File: config.mk
export PLATFORM = sky130hd
export DESIGN_NAME = sio_regfront
export DESIGN_NICKNAME = d
export VERILOG_FILES = /design/src/rtl/sio_pkg.sv /design/src/rtl/sio_rx_fifo.sv /design/src/rtl/sio_irq_ctrl.sv /design/src/rtl/sio_regfront.sv
export SDC_FILE = /design/constraint.sdc
export NUM_CORES = 1
export LEC_CHECK = 0
export ABC_CLOCK_PERIOD_IN_PS = 9180
export BUFFER_PORTS_ARGS = -buffer_cell sky130_fd_sc_hd__buf_2
export CORE_MARGIN = 10
export CORE_UTILIZATION = 41
export DETAILED_ROUTE_END_ITERATION = 16
export SYNTH_ARGS = -nofsm -noshare
export SYNTH_HDL_FRONTEND = slang
export SYNTH_SLANG_ARGS = --single-unit
File: constraint.sdc
create_clock -name clk -period 9.18 [get_ports clk]
set_clock_uncertainty 0.1 [all_clocks]
set_input_delay 1.377 -clock clk [delete_from_list [all_inputs] [get_ports clk]]
set_output_delay 1.377 -clock clk [all_outputs]
set_load 0.1 [all_outputs]
File: src/rtl/sio_pkg.sv
package sio_pkg;
  localparam logic [7:0] OFF_TXCTL  = 8'h00;
  localparam logic [7:0] OFF_TXDMA  = 8'h04;
  localparam logic [7:0] OFF_RXCTL  = 8'h08;
  localparam logic [7:0] OFF_DOUT   = 8'h1C;
  localparam logic [7:0] OFF_POP    = 8'h20;
  localparam logic [7:0] OFF_PEEK   = 8'h24;
  localparam logic [7:0] OFF_MASK   = 8'h2C;
  localparam logic [7:0] OFF_ACK    = 8'h30;
  localparam logic [7:0] OFF_RAW    = 8'h34;
  localparam logic [7:0] OFF_MASKED = 8'h38;
  localparam logic [7:0] WIN_END    = 8'h3C;

  localparam int STAT_AVAIL_BIT = 16;
  localparam int STAT_IDLE_BIT  = 22;
  localparam int STAT_READY_BIT = 24;
  localparam int RXEN_BIT       = 3;
  localparam int RAW_FIFO_BIT   = 3;

  localparam logic [31:0] RXCTL_RESET = 32'h0001_0000;
endpackage

File: src/rtl/sio_rx_fifo.sv
module sio_rx_fifo #(
  parameter int DEPTH  = 16,
  parameter int DATA_W = 8,
  localparam int PTR_W = $clog2(DEPTH),
  localparam int CNT_W = $clog2(DEPTH + 1)
) (
  input  logic              clk,
  input  logic              rst,
  input  logic              push_req,
  input  logic [DATA_W-1:0] push_data,
  input  logic              pop_req,
  output logic [DATA_W-1:0] head,
  output logic [CNT_W-1:0]  count,
  output logic              nonempty
);
  logic [DATA_W-1:0] mem [DEPTH];
  logic [PTR_W-1:0]  wr_ptr, rd_ptr;
  logic [CNT_W-1:0]  cnt_q;
  logic              do_push, do_pop;

  // a full FIFO drops the byte even if a pop frees a slot in the same cycle
  assign do_push = push_req && (cnt_q < CNT_W'(DEPTH));
  assign do_pop  = pop_req && (cnt_q != '0);

  always_ff @(posedge clk) begin
    if (do_push) mem[wr_ptr] <= push_data;
  end

  always_ff @(posedge clk) begin
    if (rst) begin
      wr_ptr <= '0;
      rd_ptr <= '0;
      cnt_q  <= '0;
    end else begin
      if (do_push) wr_ptr <= wr_ptr + 1'b1;
      if (do_pop)  rd_ptr <= rd_ptr + 1'b1;
      case ({do_push, do_pop})
        2'b10:   cnt_q <= cnt_q + 1'b1;
        2'b01:   cnt_q <= cnt_q - 1'b1;
        default: cnt_q <= cnt_q;
      endcase
    end
  end

  assign head     = mem[rd_ptr];
  assign count    = cnt_q;
  assign nonempty = (cnt_q != '0);
endmodule

File: src/rtl/sio_irq_ctrl.sv
module sio_irq_ctrl
  import sio_pkg::*;
#(
  parameter int WORD_W = 32
) (
  input  logic              clk,
  input  logic              rst,
  input  logic              dout_we,
  input  logic              ack_we,
  input  logic              mask_we,
  input  logic [WORD_W-1:0] wdata,
  input  logic              fifo_busy,
  output logic [WORD_W-1:0] raw_q,
  output logic [WORD_W-1:0] mask_q,
  output logic [WORD_W-1:0] ack_q,
  output logic              irq
);
  logic              pend_q, pend_d;
  logic [WORD_W-1:0] raw_d, mask_d, ack_val;

  always_comb begin
    raw_d   = raw_q;
    pend_d  = pend_q;
    mask_d  = mask_we ? wdata : mask_q;
    ack_val = wdata;
    if (dout_we) begin
      raw_d[1:0] = 2'b11;
      pend_d     = 1'b1;
    end
    if (ack_we) begin
      if (pend_q) begin
        ack_val[0] = 1'b0;
        pend_d     = 1'b0;
      end
      raw_d = raw_d & ~ack_val;
    end
    raw_d[RAW_FIFO_BIT] = fifo_busy;
  end

  always_ff @(posedge clk) begin
    if (rst) begin
      raw_q  <= '0;
      mask_q <= '0;
      ack_q  <= '0;
      pend_q <= 1'b0;
      irq    <= 1'b0;
    end else begin
      raw_q  <= raw_d;
      mask_q <= mask_d;
      pend_q <= pend_d;
      irq    <= |(raw_d & mask_d);
      if (ack_we) ack_q <= ack_val;
    end
  end
endmodule

File: src/rtl/sio_regfront.sv
module sio_regfront
  import sio_pkg::*;
#(
  parameter int ADDR_W     = 8,
  parameter int FIFO_DEPTH = 16,
  localparam int WORD_W    = 32,
  localparam int CNT_W     = $clog2(FIFO_DEPTH + 1)
) (
  input  logic              clk,
  input  logic              rst,
  input  logic [ADDR_W-1:0] bus_addr,
  input  logic              bus_wr,
  input  logic              bus_rd,
  input  logic [WORD_W-1:0] bus_wdata,
  output logic [WORD_W-1:0] bus_rdata,
  output logic              bus_rvalid,
  input  logic [7:0]        rx_byte,
  input  logic              rx_valid,
  output logic [7:0]        tx_byte,
  output logic              tx_strobe,
  output logic              irq
);
  logic [WORD_W-1:0] txctl_q, txdma_q, rxctl_q, dout_q;
  logic [WORD_W-1:0] raw_q, mask_q, ack_q, stat_word, rd_mux;
  logic [7:0]        head;
  logic [CNT_W-1:0]  fill_cnt;
  logic              nonempty, legal;

  function automatic logic at(input logic [ADDR_W-1:0] a, input logic [7:0] off);
    return a == ADDR_W'(off);
  endfunction

  assign legal = (bus_addr[1:0] == 2'b00) && (bus_addr < ADDR_W'(WIN_END));

  sio_rx_fifo #(.DEPTH(FIFO_DEPTH), .DATA_W(8)) u_fifo (
    .clk      (clk),
    .rst      (rst),
    .push_req (rx_valid && rxctl_q[RXEN_BIT]),
    .push_data(rx_byte),
    .pop_req  (bus_rd && at(bus_addr, OFF_POP)),
    .head     (head),
    .count    (fill_cnt),
    .nonempty (nonempty)
  );

  sio_irq_ctrl #(.WORD_W(WORD_W)) u_irq (
    .clk      (clk),
    .rst      (rst),
    .dout_we  (bus_wr && at(bus_addr, OFF_DOUT)),
    .ack_we   (bus_wr && at(bus_addr, OFF_ACK)),
    .mask_we  (bus_wr && at(bus_addr, OFF_MASK)),
    .wdata    (bus_wdata),
    .fifo_busy(nonempty),
    .raw_q    (raw_q),
    .mask_q   (mask_q),
    .ack_q    (ack_q),
    .irq      (irq)
  );

  always_ff @(posedge clk) begin
    if (rst) begin
      txctl_q   <= '0;
      txdma_q   <= '0;
      rxctl_q   <= RXCTL_RESET;
      dout_q    <= '0;
      tx_byte   <= '0;
      tx_strobe <= 1'b0;
    end else begin
      tx_strobe <= 1'b0;
      if (bus_wr) begin
        if (at(bus_addr, OFF_TXCTL)) txctl_q <= bus_wdata;
        if (at(bus_addr, OFF_TXDMA)) txdma_q <= bus_wdata;
        if (at(bus_addr, OFF_RXCTL)) rxctl_q <= bus_wdata;
        if (at(bus_addr, OFF_DOUT)) begin
          dout_q    <= bus_wdata;
          tx_byte   <= bus_wdata[7:0];
          tx_strobe <= 1'b1;
        end
      end
    end
  end

  always_comb begin
    stat_word                 = '0;
    stat_word[STAT_READY_BIT] = 1'b1;
    stat_word[STAT_IDLE_BIT]  = 1'b1;
    stat_word[STAT_AVAIL_BIT] = nonempty;
    stat_word[7:0]            = nonempty ? head : 8'h00;
  end

  always_comb begin
    rd_mux = '0;
    if (legal) begin
      case (8'(bus_addr))
        OFF_TXCTL:           rd_mux = txctl_q;
        OFF_TXDMA:           rd_mux = txdma_q;
        OFF_RXCTL:           rd_mux = rxctl_q;
        OFF_DOUT:            rd_mux = dout_q;
        OFF_POP, OFF_PEEK:   rd_mux = stat_word;
        OFF_MASK:            rd_mux = mask_q;
        OFF_ACK:             rd_mux = ack_q;
        OFF_RAW:             rd_mux = raw_q;
        OFF_MASKED:          rd_mux = raw_q & mask_q;
        default:             rd_mux = '0;
      endcase
    end
  end

  always_ff @(posedge clk) begin
    if (rst) begin
      bus_rdata  <= '0;
      bus_rvalid <= 1'b0;
    end else begin
      bus_rvalid <= bus_rd;
      if (bus_rd) bus_rdata <= rd_mux;
    end
  end
endmodule

-- After elaboration in Yosys (flattened, before gate mapping)
Memories as Yosys holds them, arrays and structs flattened. A register that Yosys moved wholly into a read port is not among the register bits.
Index checks and enable logic that the tools add are counted.
- register bits after elaboration: 281
- latch bits: 0
- RAM bits: 128
- memory bits (read-only): 0
- input port bits: 53
- output and inout bits: 43
- memories: 1
- memories (name ; words ; bits a word ; rd ports ; clocked after memory_dff ; wr ports ; RTL line ; text):
    u_fifo.mem ; 16 ; 8 ; 1 ; 1 ; 1 ; sio_rx_fifo.sv:16 ; logic [DATA_W-1:0] mem [DEPTH];
- $add $sub $neg: 4
- multipliers: 0
- div/mod/pow operators: 0
- order comparisons: 2
- equality and inequality tests: 11
- shift-type cells: 0
- mux-type cells: 17
- bitwise operators: 5
- reduce and logical (&&, ||, !) cells: 19
- operator list (cell ; count):
    one-hot mux 32 bit (9 select lines) ; 1
    bitwise AND 32 bit ; 3
    2-to-1 mux 32 bit ; 3
    equality test 8 x 6 -> 1 bit (second input constant) ; 6
    NOT 32 bit ; 1
    OR reduction 32 bit ; 1
    one-hot mux 5 bit (2 select lines) ; 1
    adder 4 x 1 -> 4 bit (second input constant) ; 2
    equality test 8 x 3 -> 1 bit (second input constant) ; 1
    equality test 8 x 4 -> 1 bit (second input constant) ; 1
    equality test 8 x 5 -> 1 bit (second input constant) ; 1
    logical AND 1 bit ; 8
    logical NOT 8 bit ; 1
    less-than comparator 8 x 6 -> 1 bit (second input constant) ; 1
    2-to-1 mux 1 bit ; 8
    2-to-1 mux 4 bit ; 2
    2-to-1 mux 8 bit ; 1
    AND reduction 2 bit ; 4
    adder 5 x 1 -> 5 bit (second input constant) ; 1
    less-than comparator 5 bit (second input constant) ; 1
    nonzero test 5 bit ; 1
    subtractor 5 x 1 -> 5 bit (second input constant) ; 1
    OR reduction 2 bit ; 2
    equality test 2 x 1 -> 1 bit (second input constant) ; 1
    5 further kinds ; 5

-- Logic depth before layout (Yosys ltp)
- depth after elaboration: 8
- mapped depth: 13
- mapped depth without buffers: 12

-- Cells and area by module
Synthesis repeated with hierarchy kept, for this count alone.
- cell total of the unflattened synthesis: 1691
- area, all modules: 16975.0 µm²
- modules (own cells, without submodules) (module ; instances ; cells an instance ; area an instance (µm²)):
    sio_regfront ; 1 ; 1030 ; 7815.0
    sio_rx_fifo ; 1 ; 292 ; 5736.8
    sio_irq_ctrl ; 1 ; 369 ; 3423.3

-- Worst setup path before layout
OpenSTA, ideal clock, no wires.
- kind: input-to-reg
- start: in bus_addr[4]
- end: reg u_fifo.cnt_q[4], in the netlist u_fifo.count[4]
- setup time: 0.128 ns
- data arrival time: 4.071 ns
- setup slack: 4.882 ns
- cell stages on the path: 13
- path buffers: 1
- path through: nor4b_1 clkbuf_1 nand2_1 nor3_1 ha_1 inv_1 fa_1 nor2b_1 o21ai_0 and3_1 nor3_1 xnor2_1 nor2_1
- word-level cells in the longest chain between the ends: 5
- elaborated cells between the ends (all ways): 7
- those cells by class: eq/ne: 3; mux: 1; reduce/logical: 3
- RTL lines (element ; RTL line ; text):
    start, declared ; sio_regfront.sv:11 ; input logic [ADDR_W-1:0] bus_addr,
    equality test 8 x 6 -> 1 bit * ; sio_regfront.sv:30 ; return a == ADDR_W'(off);
    logical AND 1 bit * ; sio_regfront.sv:40 ; .pop_req (bus_rd && at(bus_addr, OFF_POP)),
    logical AND 1 bit * ; sio_rx_fifo.sv:23 ; assign do_pop = pop_req && (cnt_q != '0);
    via u_fifo.do_pop ; sio_rx_fifo.sv:19 ; logic do_push, do_pop;
    equality test 2 x 1 -> 1 bit or equality test 2 bit (tied branches) ; sio_rx_fifo.sv:37 ; case ({do_push, do_pop})
    one-hot mux 5 bit (2 select lines) or nonzero test 2 bit (tied branches) ; n/a ;
    end signal, assigned ; sio_rx_fifo.sv:38 ; 2'b10: cnt_q <= cnt_q + 1'b1;
    end signal, assigned ; sio_rx_fifo.sv:39 ; 2'b01: cnt_q <= cnt_q - 1'b1;
    end signal, assigned ; sio_rx_fifo.sv:40 ; default: cnt_q <= cnt_q;
    end, declared ; sio_rx_fifo.sv:18 ; logic [CNT_W-1:0] cnt_q;
Mark *: on every way through the listed nets, which the timed path passes. The rest lies on a longest branch.
A chain may end at the register's enable or synchronous reset.

-- Final worst setup path
- start: in bus_addr[1]
- end: reg u_irq.irq
- word-level cells in the longest chain between the ends: 7
- elaborated cells between the ends (all ways): 12
- those cells by class: eq/ne: 3; mux: 3; bitwise: 2; reduce/logical: 4
- RTL lines (element ; RTL line ; text):
    equality test 8 x 5 -> 1 bit ; sio_regfront.sv:30 ;
    logical AND 1 bit ; sio_regfront.sv:49 ; .dout_we (bus_wr && at(bus_addr, OFF_DOUT)),
    2-to-1 mux 2 bit ; sio_irq_ctrl.sv:26 ; if (dout_we) begin
    bitwise AND 32 bit ; sio_irq_ctrl.sv:35 ; raw_d = raw_d & ~ack_val;
    2-to-1 mux 32 bit ; sio_irq_ctrl.sv:30 ; if (ack_we) begin
    bitwise AND 32 bit * ; sio_irq_ctrl.sv:51 ; irq <= |(raw_d & mask_d);
    OR reduction 32 bit * ; sio_irq_ctrl.sv:51 ;
    end signal, assigned ; sio_irq_ctrl.sv:51 ;
    end, declared ; sio_irq_ctrl.sv:16 ; output logic irq
Mark *: on every way between the ends. The rest lies on a longest branch, timed or not.

==> flow_summary.json <==
{
  "grt_pass1_vias": 12400,
  "yosysSeqAreaShare": 0.568,
  "antenna_found_initial": 4,
  "vias": 12700,
  "cts_tree": "yes",
  "power_frac_comb": 0.023,
  "overflow": 0,
  "crit_type": "primary input to register",
  "rsz0062_at_grt": "no",
  "cts.sinks": 405,
  "hold_path_class": "register to register",
  "synth_top_cell_by_area": "dfxtp_1",
  "power_frac_clock": 0.470,
  "yosys-mux-area-fraction": 0.0708,
  "numCtsBuffers": 43,
  "h-tree-depth": 2,
  "hold_viol": 0,
  "setup_violations": 0,
  "min_period_ns": 4.53,
  "tns_ns": 0,
  "synth_top_area_share": 0.336,
  "holdCritStartpoint": "txctl_q[26]",
  "slew_viol_final": 0,
  "post_cts_buffers": 0,
  "cts_root_buf": "clkbuf_16",
  "die_h_um": 221,
  "async_flop_share": 0,
  "peakVddDrop_mv": 0.169,
  "place_ws_ns": 4.11,
  "first_iter_violations": 1416,
  "drc": 0,
  "post_synth_instance_area_um2": 16500,
  "cts_buffer_depth": 3,
  "rows": 73,
  "drt-total-wl_um": 48300,
  "status": "complete, no violations",
  "cts_resized": 0,
  "r2r_start": "u_fifo.count[0]",
  "p_seq_frac": 0.507,
  "track_usage": 0.196,
  "layout.nets": 1698,
  "place_congestion": 0.812,
  "start_util": 0.415,
  "dieArea_um2": 48700,
  "cap_violations": 0,
  "cts-hold-fix-buffers": 0,
  "postRouteAntennaNets": 0,
  "synth_edf_count": 128,
  "path_clk_slew_ns": 0.06,
  "detailed_place_hpwl_um": 30400,
  "critPathMaxFanout": 15,
  "synthToLayoutAreaGrowth_pct": 13.9,
  "yosys.area_share.simple": 0.147,
  "fmax_mhz": 221,
  "synth_cells": 1598,
  "layout-drive-gt1-share": 0.173,
  "die_x_um": 221,
  "synth_ff_type": "dfxtp_1",
  "synth_seq_cells": 405,
  "numPortBuffers": 95,
  "core_um2": 39800,
  "grt_pass1_wl_um": 74100,
  "grt_max_degree": 113,
  "wire_per_inst_um": 22.0,
  "finalCritPeriodShare": 0.494,
  "worstSetupEndpointType": "register",
  "tightest_slew_ns": 1.31,
  "synth_area_leaders": "dfxtp_1 (34%), edfxtp_1 (23%), nand2_1 (8.3%)",
  "synth_top_family_by_area": "compound AO/OA/AOI/OAI gates",
  "yosysWarnings": 0,
  "synth_nets": 1661,
  "finalWorstSetupSlack_ns": 4.65,
  "cp.required_ns": 9.48,
  "dr.pass1.iters": 8,
  "yosysUniqueCellTypes": 57,
  "clock_latency_ns": 0.58,
  "pwr_density_cell_nw_per_um2": 193,
  "mostFrequentLayoutCells": "nand2_1 (366), dfxtp_1 (275), a21oi_1 (211)",
  "crit_start": "bus_addr[1]",
  "relSlewSlack": 0.116,
  "yosys.area_share.adder": 0.00803,
  "p_leak_nw": 6.20,
  "avgSynthCellArea_um2": 10.3,
  "whs_ns": 0.354,
  "p_sw_frac": 0.217,
  "pin_count": 96,
  "start_kind": "primary input",
  "synth_compound_area_frac": 0.160,
  "p_int_mw": 2.85,
  "cp.arrival_ns": 4.83,
  "synth_xor_area_frac": 0.00530,
  "viasPerCell": 5.76,
  "mostFrequentLayoutCell": "nand2_1",
  "netSwitchingPower_uw": 790
}
-- area by class of cell --
cell class,instances,area [um2]
Fill cell,3711,21000
Sequential cell,405,9390
Multi-Input combinational cell,1035,6540
Clock buffer,70,1320
Timing Repair Buffer,128,732
Tap cell,525,657
Clock inverter,10,92.6
Inverter,22,82.6
Antenna cell,3,7.51
-- layer usage --
layer / up-vias / track usage / part of all wire / wire, um
li1: 5867 / - / - / -
met1: 6245 / 0.261 / 0.43 / 20800
met2: 467 / 0.306 / 0.46 / 22400
met3: 89 / 0.0467 / 0.079 / 3800
met4: 2 / 0.0689 / 0.027 / 1310
met5: - / 0 / 0.00027 / 13
-- stage by stage --
step	cells	util	total power [mW]	area, um2
finish	2198	0.473	3.64	18800
global route	2196	0.472	3.75	18800
CTS	2195	0.472	3.67	18800
detailed placement	2115	0.437	1.97	17400
global placement	2115	0.437	1.97	17400
floorplan	1598	-	1.93	16500
-- final timing paths --
path / end / slack, ns / depth (start not counted)
min reg2reg: txctl_q[26] / 0.35 / 2
max: u_irq.irq / 4.65 / 8
min: txctl_q[26] / 0.35 / 2
max reg2reg: u_fifo.count[4] / 5.76 / 12
-- Yosys cell counts (all sizes together), types with 10 or more instances --
library cell    n
mux2           14
nor2b          27
a222oi         62
a31o           21
nand4          11
edfxtp        128
o21ai          10
buf            32
dfxtp         277
clkbuf        104
a211oi         10
mux4           40
mux2i          11
a21o           22
a21oi         211
inv            22
nor2           59
nand2b         37
nor3           26
nand2         366
-- registers in the layout, indices dropped and copies added (netlist names), 25 cells and up, named ones only --
signal        flops
bus_rdata        32
txctl_q          32
u_fifo.mem      128
txdma_q          32
u_irq.mask_q     32
dout_q           25
u_irq.raw_q      32
rxctl_q          32
u_irq.ack_q      32
-- worst max-delay path: stages --
cell	delay, ns
buf_2	0.13
nor4bb_2	1.10
nand3_1	0.63
buf_4	0.42
mux2_2	0.32
a2111oi_0	0.40
o2111a_1	0.30
a41oi_1	0.12
-- cells by family after synthesis --
logic type / count (synthesis)
mux: 65
compound gates: 392
simple gates: 558
xor+xnor: 10
fa+ha+maj: 10
buf+inv: 158
flops: 405
-- power groups by stage --
stage | sequential (mW) | combinational, mW | clock (mW)
5_1_grt | 1.85 | 0.0902 | 1.81
3_5_place_dp | 1.89 | 0.0827 | 0
4_1_cts | 1.85 | 0.0829 | 1.74
2_1_floorplan | 1.89 | 0.0376 | 0
6_report | 1.85 | 0.0839 | 1.71
3_3_place_gp | 1.89 | 0.0812 | 0
(Power assumes the default switching activity.)
